[config.mk]
export PLATFORM = sky130hd
export DESIGN_NAME = hour12_counter
export DESIGN_NICKNAME = d
export VERILOG_FILES = /design/src/rtl/hour12_pkg.sv /design/src/rtl/decade_stage.sv /design/src/rtl/seg7_decode.sv /design/src/rtl/hour12_counter.sv
export SDC_FILE = /design/constraint.sdc
export NUM_CORES = 1
export LEC_CHECK = 0
export BUFFER_PORTS_ARGS = -buffer_cell sky130_fd_sc_hd__buf_2
export CAP_MARGIN = 20
export CORE_MARGIN = 3
export CORE_UTILIZATION = 52
export DETAILED_ROUTE_END_ITERATION = 16
export GPL_TIMING_DRIVEN = 0
export PLACE_DENSITY = 0.75
export SETUP_SLACK_MARGIN = 0.15
export SYNTH_ARGS = -nofsm -noshare
export SYNTH_HDL_FRONTEND = slang
export SYNTH_SLANG_ARGS = --single-unit
[constraint.sdc]
create_clock -name clk -period 3.05 [get_ports clk]
set_input_delay 0.305 -clock clk [delete_from_list [all_inputs] [get_ports clk]]
set_output_delay 0.305 -clock clk [all_outputs]
set_load 0.005 [all_outputs]
[src/rtl/hour12_pkg.sv]
package hour12_pkg;
   localparam int DIGIT_W = 4;
   localparam int SEG_W   = 7;
   typedef logic [DIGIT_W-1:0] bcd_t;
   typedef logic [SEG_W-1:0]   seg_t;
endpackage

[src/rtl/decade_stage.sv]
module decade_stage
   import hour12_pkg::*;
#(
   parameter int MAX_DIGIT = 9
) (
   input  logic clk,
   input  logic rst,
   input  logic load,
   input  bcd_t load_val,
   input  logic inc,
   output bcd_t digit,
   output logic at_max
);
   localparam bcd_t MAX_V = bcd_t'(MAX_DIGIT);

   initial assert (MAX_DIGIT >= 1 && MAX_DIGIT <= 9)
      else $error("decade_stage: MAX_DIGIT out of range");

   assign at_max = (digit == MAX_V);

   always_ff @(posedge clk) begin
      if (rst || load)
         digit <= load_val;
      else if (inc)
         digit <= at_max ? '0 : digit + bcd_t'(1);
   end

   // the stage never leaves the decimal range
   a_r2_digit_bcd: assert property (@(posedge clk) disable iff (rst)
      digit <= MAX_V);
endmodule

[src/rtl/seg7_decode.sv]
module seg7_decode
   import hour12_pkg::*;
#(
   parameter bit ACTIVE_LOW = 1'b1
) (
   input  bcd_t digit,
   output seg_t seg
);
   seg_t lo_pat;

   always_comb begin
      unique case (digit)
         4'd0:    lo_pat = 7'b1000000;
         4'd1:    lo_pat = 7'b1111001;
         4'd2:    lo_pat = 7'b0100100;
         4'd3:    lo_pat = 7'b0110000;
         4'd4:    lo_pat = 7'b0011001;
         4'd5:    lo_pat = 7'b0010010;
         4'd6:    lo_pat = 7'b0000010;
         4'd7:    lo_pat = 7'b1111000;
         4'd8:    lo_pat = 7'b0000000;
         4'd9:    lo_pat = 7'b0010000;
         default: lo_pat = 7'b1111111;
      endcase
   end

   generate
      if (ACTIVE_LOW) begin : g_low
         assign seg = lo_pat;
      end else begin : g_high
         assign seg = ~lo_pat;
      end
   endgenerate
endmodule

[src/rtl/hour12_counter.sv]
module hour12_counter
   import hour12_pkg::*;
#(
   parameter int FIRST_UNITS = 1,
   parameter int LAST_TENS   = 1,
   parameter int LAST_UNITS  = 2,
   parameter bit SEG_LOW     = 1'b1
) (
   input  logic       clk,
   input  logic       rst,
   input  logic       en,
   output logic [3:0] units_bcd,
   output logic [3:0] tens_bcd,
   output logic [6:0] units_seg,
   output logic [6:0] tens_seg,
   output logic       wrap
);
   localparam bcd_t FIRST_U = bcd_t'(FIRST_UNITS);
   localparam bcd_t LAST_T  = bcd_t'(LAST_TENS);
   localparam bcd_t LAST_U  = bcd_t'(LAST_UNITS);

   initial begin
      assert (FIRST_UNITS >= 0 && FIRST_UNITS <= 9) else $error("FIRST_UNITS range");
      assert (LAST_UNITS >= 0 && LAST_UNITS <= 9) else $error("LAST_UNITS range");
      assert (LAST_TENS >= 1 && LAST_TENS <= 9) else $error("LAST_TENS range");
   end

   bcd_t units_q, tens_q;
   logic units_nine, tens_top;
   logic term, restart;

   assign term    = (tens_q == LAST_T) && (units_q == LAST_U);
   assign restart = en && term;

   decade_stage #(.MAX_DIGIT(9)) u_units (
      .clk(clk), .rst(rst), .load(restart), .load_val(FIRST_U),
      .inc(en), .digit(units_q), .at_max(units_nine)
   );

   decade_stage #(.MAX_DIGIT(LAST_TENS)) u_tens (
      .clk(clk), .rst(rst), .load(restart), .load_val('0),
      .inc(en && units_nine), .digit(tens_q), .at_max(tens_top)
   );

   always_ff @(posedge clk) begin
      if (rst) wrap <= 1'b0;
      else     wrap <= restart;
   end

   seg7_decode #(.ACTIVE_LOW(SEG_LOW)) u_seg_u (.digit(units_q), .seg(units_seg));
   seg7_decode #(.ACTIVE_LOW(SEG_LOW)) u_seg_t (.digit(tens_q),  .seg(tens_seg));

   assign units_bcd = units_q;
   assign tens_bcd  = tens_q;

   // terminal value restarts at the first value
   a_r3_restart: assert property (@(posedge clk) disable iff (rst)
      (en && tens_bcd == LAST_T && units_bcd == LAST_U) |=> (tens_bcd == '0 && units_bcd == FIRST_U));
   // disabled edges hold the value
   a_r4_hold: assert property (@(posedge clk) disable iff (rst)
      !en |=> ($stable({tens_bcd, units_bcd}) && !wrap));
   // units carry into tens
   a_r5_carry: assert property (@(posedge clk) disable iff (rst)
      (en && units_bcd == 4'd9) |=> (units_bcd == '0 && tens_bcd == $past(tens_bcd) + 4'd1));
   // wrap marks the first value and lasts one cycle
   a_r7_wrap_value: assert property (@(posedge clk) disable iff (rst)
      wrap |-> (tens_bcd == '0 && units_bcd == FIRST_U));
   a_r7_wrap_single: assert property (@(posedge clk) disable iff (rst)
      wrap |=> !wrap);
   // tens stays within its range
   a_r2_tens_range: assert property (@(posedge clk) disable iff (rst)
      tens_bcd <= LAST_T);
endmodule

# Word-level counts from Yosys, hierarchy flattened
# Memories as Yosys holds them, arrays and structs flattened. A register that Yosys moved wholly into a read port is not among the register bits.
# Cells that the tools add are included.
totals:
  regBits: 9
  input_bits: 3
  elab_cells: 20
  mem_bits_ro: 224
  output_inout_bits: 23
  memories: 2
memory_table:
  columns: ["memory", "words", "width", "read_ports", "rd_ports_with_merged_regs", "write_ports", "line_no", "rtl"]
  rows:
  - ["(name not given)", 16, 7, 1, 1, 0, "seg7_decode.sv:12", "unique case (digit)"]
  - ["(name not given)", 16, 7, 1, 1, 0, "seg7_decode.sv:12", null]
op_classes:
  eq_ne: 3
  add_sub_neg: 2
  reduce_logical: 4
  muxes: 6
op_table:
  columns: ["operator", "count"]
  rows:
  - ["two-way mux 4 bit", 6]
  - ["adder 4 x 1 -> 4 bit, second input constant", 2]
  - ["equality test 4 x 1 -> 1 bit, second input constant", 1]
  - ["equality test 4 x 2 -> 1 bit, second input constant", 1]
  - ["equality test 4 bit, second input constant", 1]
  - ["logical AND 1 bit", 3]
  - ["logical OR 1 bit", 1]

# Logic depth before layout (Yosys ltp)
logic_depth:
  word_depth: 5
  depth_mapped: 10
  depth_no_buf: 10

# Cells and area by module
# A second synthesis with hierarchy kept.
unflattened:
  hier_cells: 121
  hier_area_um2: 975.9
by_module_without_submodules:
  columns: ["mod", "area_per_inst_um2", "seq_area_each_um2", "cells_per_inst", "n_inst"]
  rows:
  - ["seg7_decode", 210.2, 0.0, 33, 2]
  - ["decade_stage (u_units)", 245.2, 120.1, 24, 1]
  - ["decade_stage (u_tens)", 227.7, 120.1, 22, 1]
  - ["hour12_counter", 82.6, 20.0, 9, 1]

# Worst setup path before layout
# OpenSTA, ideal clock, no wires.
synth_timing:
  path_type: "reg-to-reg"
  startpoint: "register u_tens.digit[1]"
  endpoint: "register u_seg_t.seg[3] (netlist name)"
  period_less_slack_ns: 2.393
  stages_incl_launch_ff: 10
  required_ns: 2.977
  arrival_time_ns: 2.321
  setup_time_ns: 0.073
  n_path_buf: 0
  setup_slack_ns: 0.657
  cell_sequence: "dfxtp_1 -> inv_1 -> ha_1 -> or3b_4 -> nor4_4 -> o41ai_1 -> inv_1 -> ha_1 -> nand2b_1 -> a21oi_1"
synth_via:
  elab_chain_cells: 5
  word_cells_on_any_way: 8
  classes_between: "1 x add/sub; 1 x eq/ne; 3 x mux; 3 x reduce/logical"
synth_lines:
  columns: ["element", "line_no", "rtl"]
  rows:
  - ["from (decl)", "decade_stage.sv:11", "output bcd_t digit,"]
  - ["from (signal assigned)", "decade_stage.sv:23", "digit <= load_val;"]
  - ["from (signal assigned)", "decade_stage.sv:25", "digit <= at_max ? '0 : digit + bcd_t'(1);"]
  - ["parallel branches: the longest is 4 deep, another holds adder 4 x 1 -> 4 bit", null, null]
  - ["two-way mux 4 bit (no line) *", null, null]
# Mark *: on every way between the ends.
# A chain may end at the register's enable or synchronous reset.

# Worst setup path after layout
layout_timing:
  startpoint: "register u_tens.digit[0]"
  endpoint: "register u_seg_t.seg[4] (netlist name)"
layout_via:
  elab_chain_cells: 5
  word_cells_on_any_way: 8
  classes_between: "1 x add/sub; 1 x eq/ne; 3 x mux; 3 x reduce/logical"
layout_lines:
  columns: ["element"]
  rows:
  - ["parallel branches: the longest is 4 deep, another holds adder 4 x 1 -> 4 bit"]
  - ["two-way mux 4 bit (no line) *"]
# Marks and branches as above.

==> summary.txt <==
Power and ir drop
  – Maximum vdd drop: about 0.31 mV
  – Pwr/cell area: ~400 nW/um2
  – P_leak: about 0.0006 uW

Clock tree
  – Clk_lat worst skew: approximately 0.31 ns
  – TritonCTS Buffers: 3
  – CTS root buf: clkbuf_4
  – CTS Buffer Depth: 2
  – Post-CTS Setup Inserts: 0
  – Reg clk slew, reported paths: roughly 0.12 ns
  – CTS Hold Buffers Added: 0
  – H-tree levels: 1
  – Clk sinks: 23
  – CTS tree: yes

Critical path
  – Critical R2R Launch: u_tens.digit[0]
  – Critical path endpoint: u_seg_t.seg[4]
  – Reg-to-reg slack, setup: approximately 0.42 ns
  – WP data required: about 3.2 ns
  – Worst setup SP type: flop
  – CP Data Arrival Time: approximately 2.8 ns
  – Worst setup EP type: flop
  – Reg2Reg Depth: 9
  – CP max FO: 9
  – Reg2reg end: u_seg_t.seg[4]
  – Worst Setup SP: u_tens.digit[0]
  – Critical path type: flop to flop

Hold path
  – Worst hold path class: primary input to flop

Global route
  – First-pass GRT wire length: around 3800 um
  – Largest net degree at the start of global routing: 13
  – Initial antenna violation count: 0
  – Vias in the first global route: 875
  – GRT overflow: 0
  – GRT Util Overall: 0.178

Floorplanning
  – FP Rows: 16
  – I/O pin count: 26
  – Initial core utilization: 0.579
  – Core area: 2060 um2
  – Die Area: ~2900 um2
  – Die Height: around 54 um
  – DIE WIDTH: approximately 54 um

Timing
  – Final Hold Fails: 0
  – Slew Viols, Final: 0
  – Worst hold slack: ~0.34 ns
  – Final period util: 0.861
  – Final TNS setup: 0 ns
  – Max Fclk: between 300 and 400 MHz
  – Slew HR: 0.476
  – Fin crit period: 2.63 ns
  – Layout Skew: slightly below 0.009 ns
  – Slew @ Worst Pin: 0.776 ns
  – Unrepaired setup endpoints after global routing: false
  – Finish-stage setup viols: 0

Routing
  – WL/cell: between 10 and 15 um
  – Initial DRT Pass Iterations: 4
  – DRC: 0
  – Post-Route WL: 2270 um
  – Vias per inst: 5.40
  – Antenna Violating Nets Remaining: 0
  – Vias: approximately 1000
  – DRT iter0 DRCs: 18

Layout
  – Post-Route Utilization: 0.675
  – Layout cells sized above 1: 0.263
  – Final instance area: between 1000 and 1500 um2
  – Final instance count without filler cells: roughly 190
  – Reg area: approximately 460 um2
  – # nets final: roughly 170
  – Multi-input gate area: ~660 um2
  – # diodes: 0
  – Fill cell count: between 150 and 200
  – Synthesis-to-layout area growth: 16.6%

Synth
  – Yosys top cell area share: 0.386
  – Register area share after synthesis: 0.386
  – Most common cell in the netlist: dfxtp_1
  – Syn Nets: approximately 140
  – Number of enable flip-flop cells after synthesis: 0
  – Post-Syn Area: around 1200 um2
  – Synth cell types: 40
  – Top FF cell, synth: dfxtp_1
  – Synth area leader: dfxtp_1
  – Avg Inst Size Synth: 9.18 um2
  – Seq cells post-synth: 23
  – Synth area leaders: dfxtp_1, ha_1, o21ai_0
  – Post-Synthesis Cells: 130
  – Async SR Flop Fraction: 0
  – Synth Warn #: 0
  – Leading cell types by count after synthesis: dfxtp_1, ha_1, inv_1, nand2_1, o21ai_0

Flow run
  – Max-Cap Viols: 0

Placement
  – Placed Area: approximately 1400 um2
  – Placed cell count: roughly 180
  – Post-DP HPWL: 1740 um
  – Port-buffer cells: 25
  – Gp weighted congestion: 0.881

Outcome
  – Status: finished, final reports clean
[state kept, by name, summed over array words and instances, names as in the netlist]
name / flops
u_seg_t.seg: 7
u_seg_u.seg: 7
u_tens.digit: 4
u_units.digit: 4
wrap: 1
[worst min-delay path by stage]
stage,cells after the start,end,slack [ns],start
2_1_floorplan,1,u_units.digit[3],0.43,rst
3_3_place_gp,2,u_tens.digit[1],0.55,u_tens.digit[1]
3_5_place_dp,2,u_tens.digit[1],0.56,u_tens.digit[1]
4_1_cts,2,u_units.digit[3],0.32,rst
5_1_grt,2,u_units.digit[3],0.34,rst
6_report,2,u_units.digit[3],0.34,rst
[cells by family (layout without fill, tap and decap cells)]
family,after synthesis,in the layout,share of synthesized area
XOR/XNOR,3,3,0.0220
buffers and inverters,16,46,0.0681
multiplexers,4,4,0.0346
adder cells (fa/ha/maj),10,10,0.105
AO/OA/AOI/OAI,28,28,0.151
flip-flops,23,23,0.386
AND/OR/NAND/NOR,46,46,0.234
[cell type report]
type                            count  share of cell area
Tap cell                           27              0.0243
Timing Repair Buffer               26              0.0935
Sequential cell                    23               0.331
Clock buffer                        4              0.0189
Multi-Input combinational cell     91               0.474
Buffer                              4              0.0243
Inverter                           12              0.0342
[per-stage QoR]
step	setup slack, ns	power (uW)
global route	0.256	569
global placement	0.347	412
CTS	0.232	546
detailed placement	0.255	415
finish	0.425	545
floorplan	0.657	386
[power breakdown]
group	total [uW]	internal, uW	switching (uW)
clock	137	51.0	85.8
sequential	323	316	6.10
combinational	85.6	40.1	45.4
[critical path, stage by stage, from the launching register on]
cell      delay [ns]
dfxtp_1         0.45
ha_1            0.17
or3b_4          0.40
nor4_4          0.49
o41ai_1         0.25
inv_1           0.15
ha_1            0.18
inv_1           0.04
a221oi_1        0.29
a31oi_1         0.07
[layer usage]
layer | up-vias | track usage | routed length (um)
li1 | 524 | - | -
met2 | 26 | 0.294 | 1020
met4 | 0 | 0.0638 | 33
met1 | 455 | 0.228 | 1080
met3 | 5 | 0.0332 | 130
met5 | - | 0 | 0
[cell usage in the layout (no fill, tap or decap), types with 2 or more instances in the layout]
| cell | synthesis | final |
|---|---|---|
| nand2b_1 | 2 | 2 |
| dfxtp_1 | 23 | 23 |
| xnor2_1 | 2 | 2 |
| nor4_1 | 2 | 2 |
| buf_6 | 2 | 2 |
| nor3_1 | 3 | 3 |
| nand4_1 | 2 | 2 |
| o21ai_0 | 9 | 9 |
| a21oi_1 | 7 | 7 |
| mux2i_1 | 3 | 3 |
| ha_1 | 10 | 10 |
| o41ai_1 | 4 | 3 |
| nor2_1 | 7 | 7 |
| and2_1 | 2 | 2 |
| clkbuf_4 | 0 | 3 |
| nand2_1 | 9 | 9 |
| a31oi_1 | 3 | 3 |
| nor3b_1 | 2 | 2 |
| clkbuf_1 | 1 | 2 |
| nor2b_1 | 3 | 3 |
| nand3_1 | 5 | 5 |
| buf_2 | 0 | 26 |
| inv_1 | 9 | 9 |
| or3b_4 | 2 | 2 |
[timing repair]
item / CTS / global route
endpoints found under the hold margin: 0 / 0
setup endpoints to repair: 0 / 5
gates resized for setup: 0 / 1
Note: power is estimated with default switching activity, not from simulation.
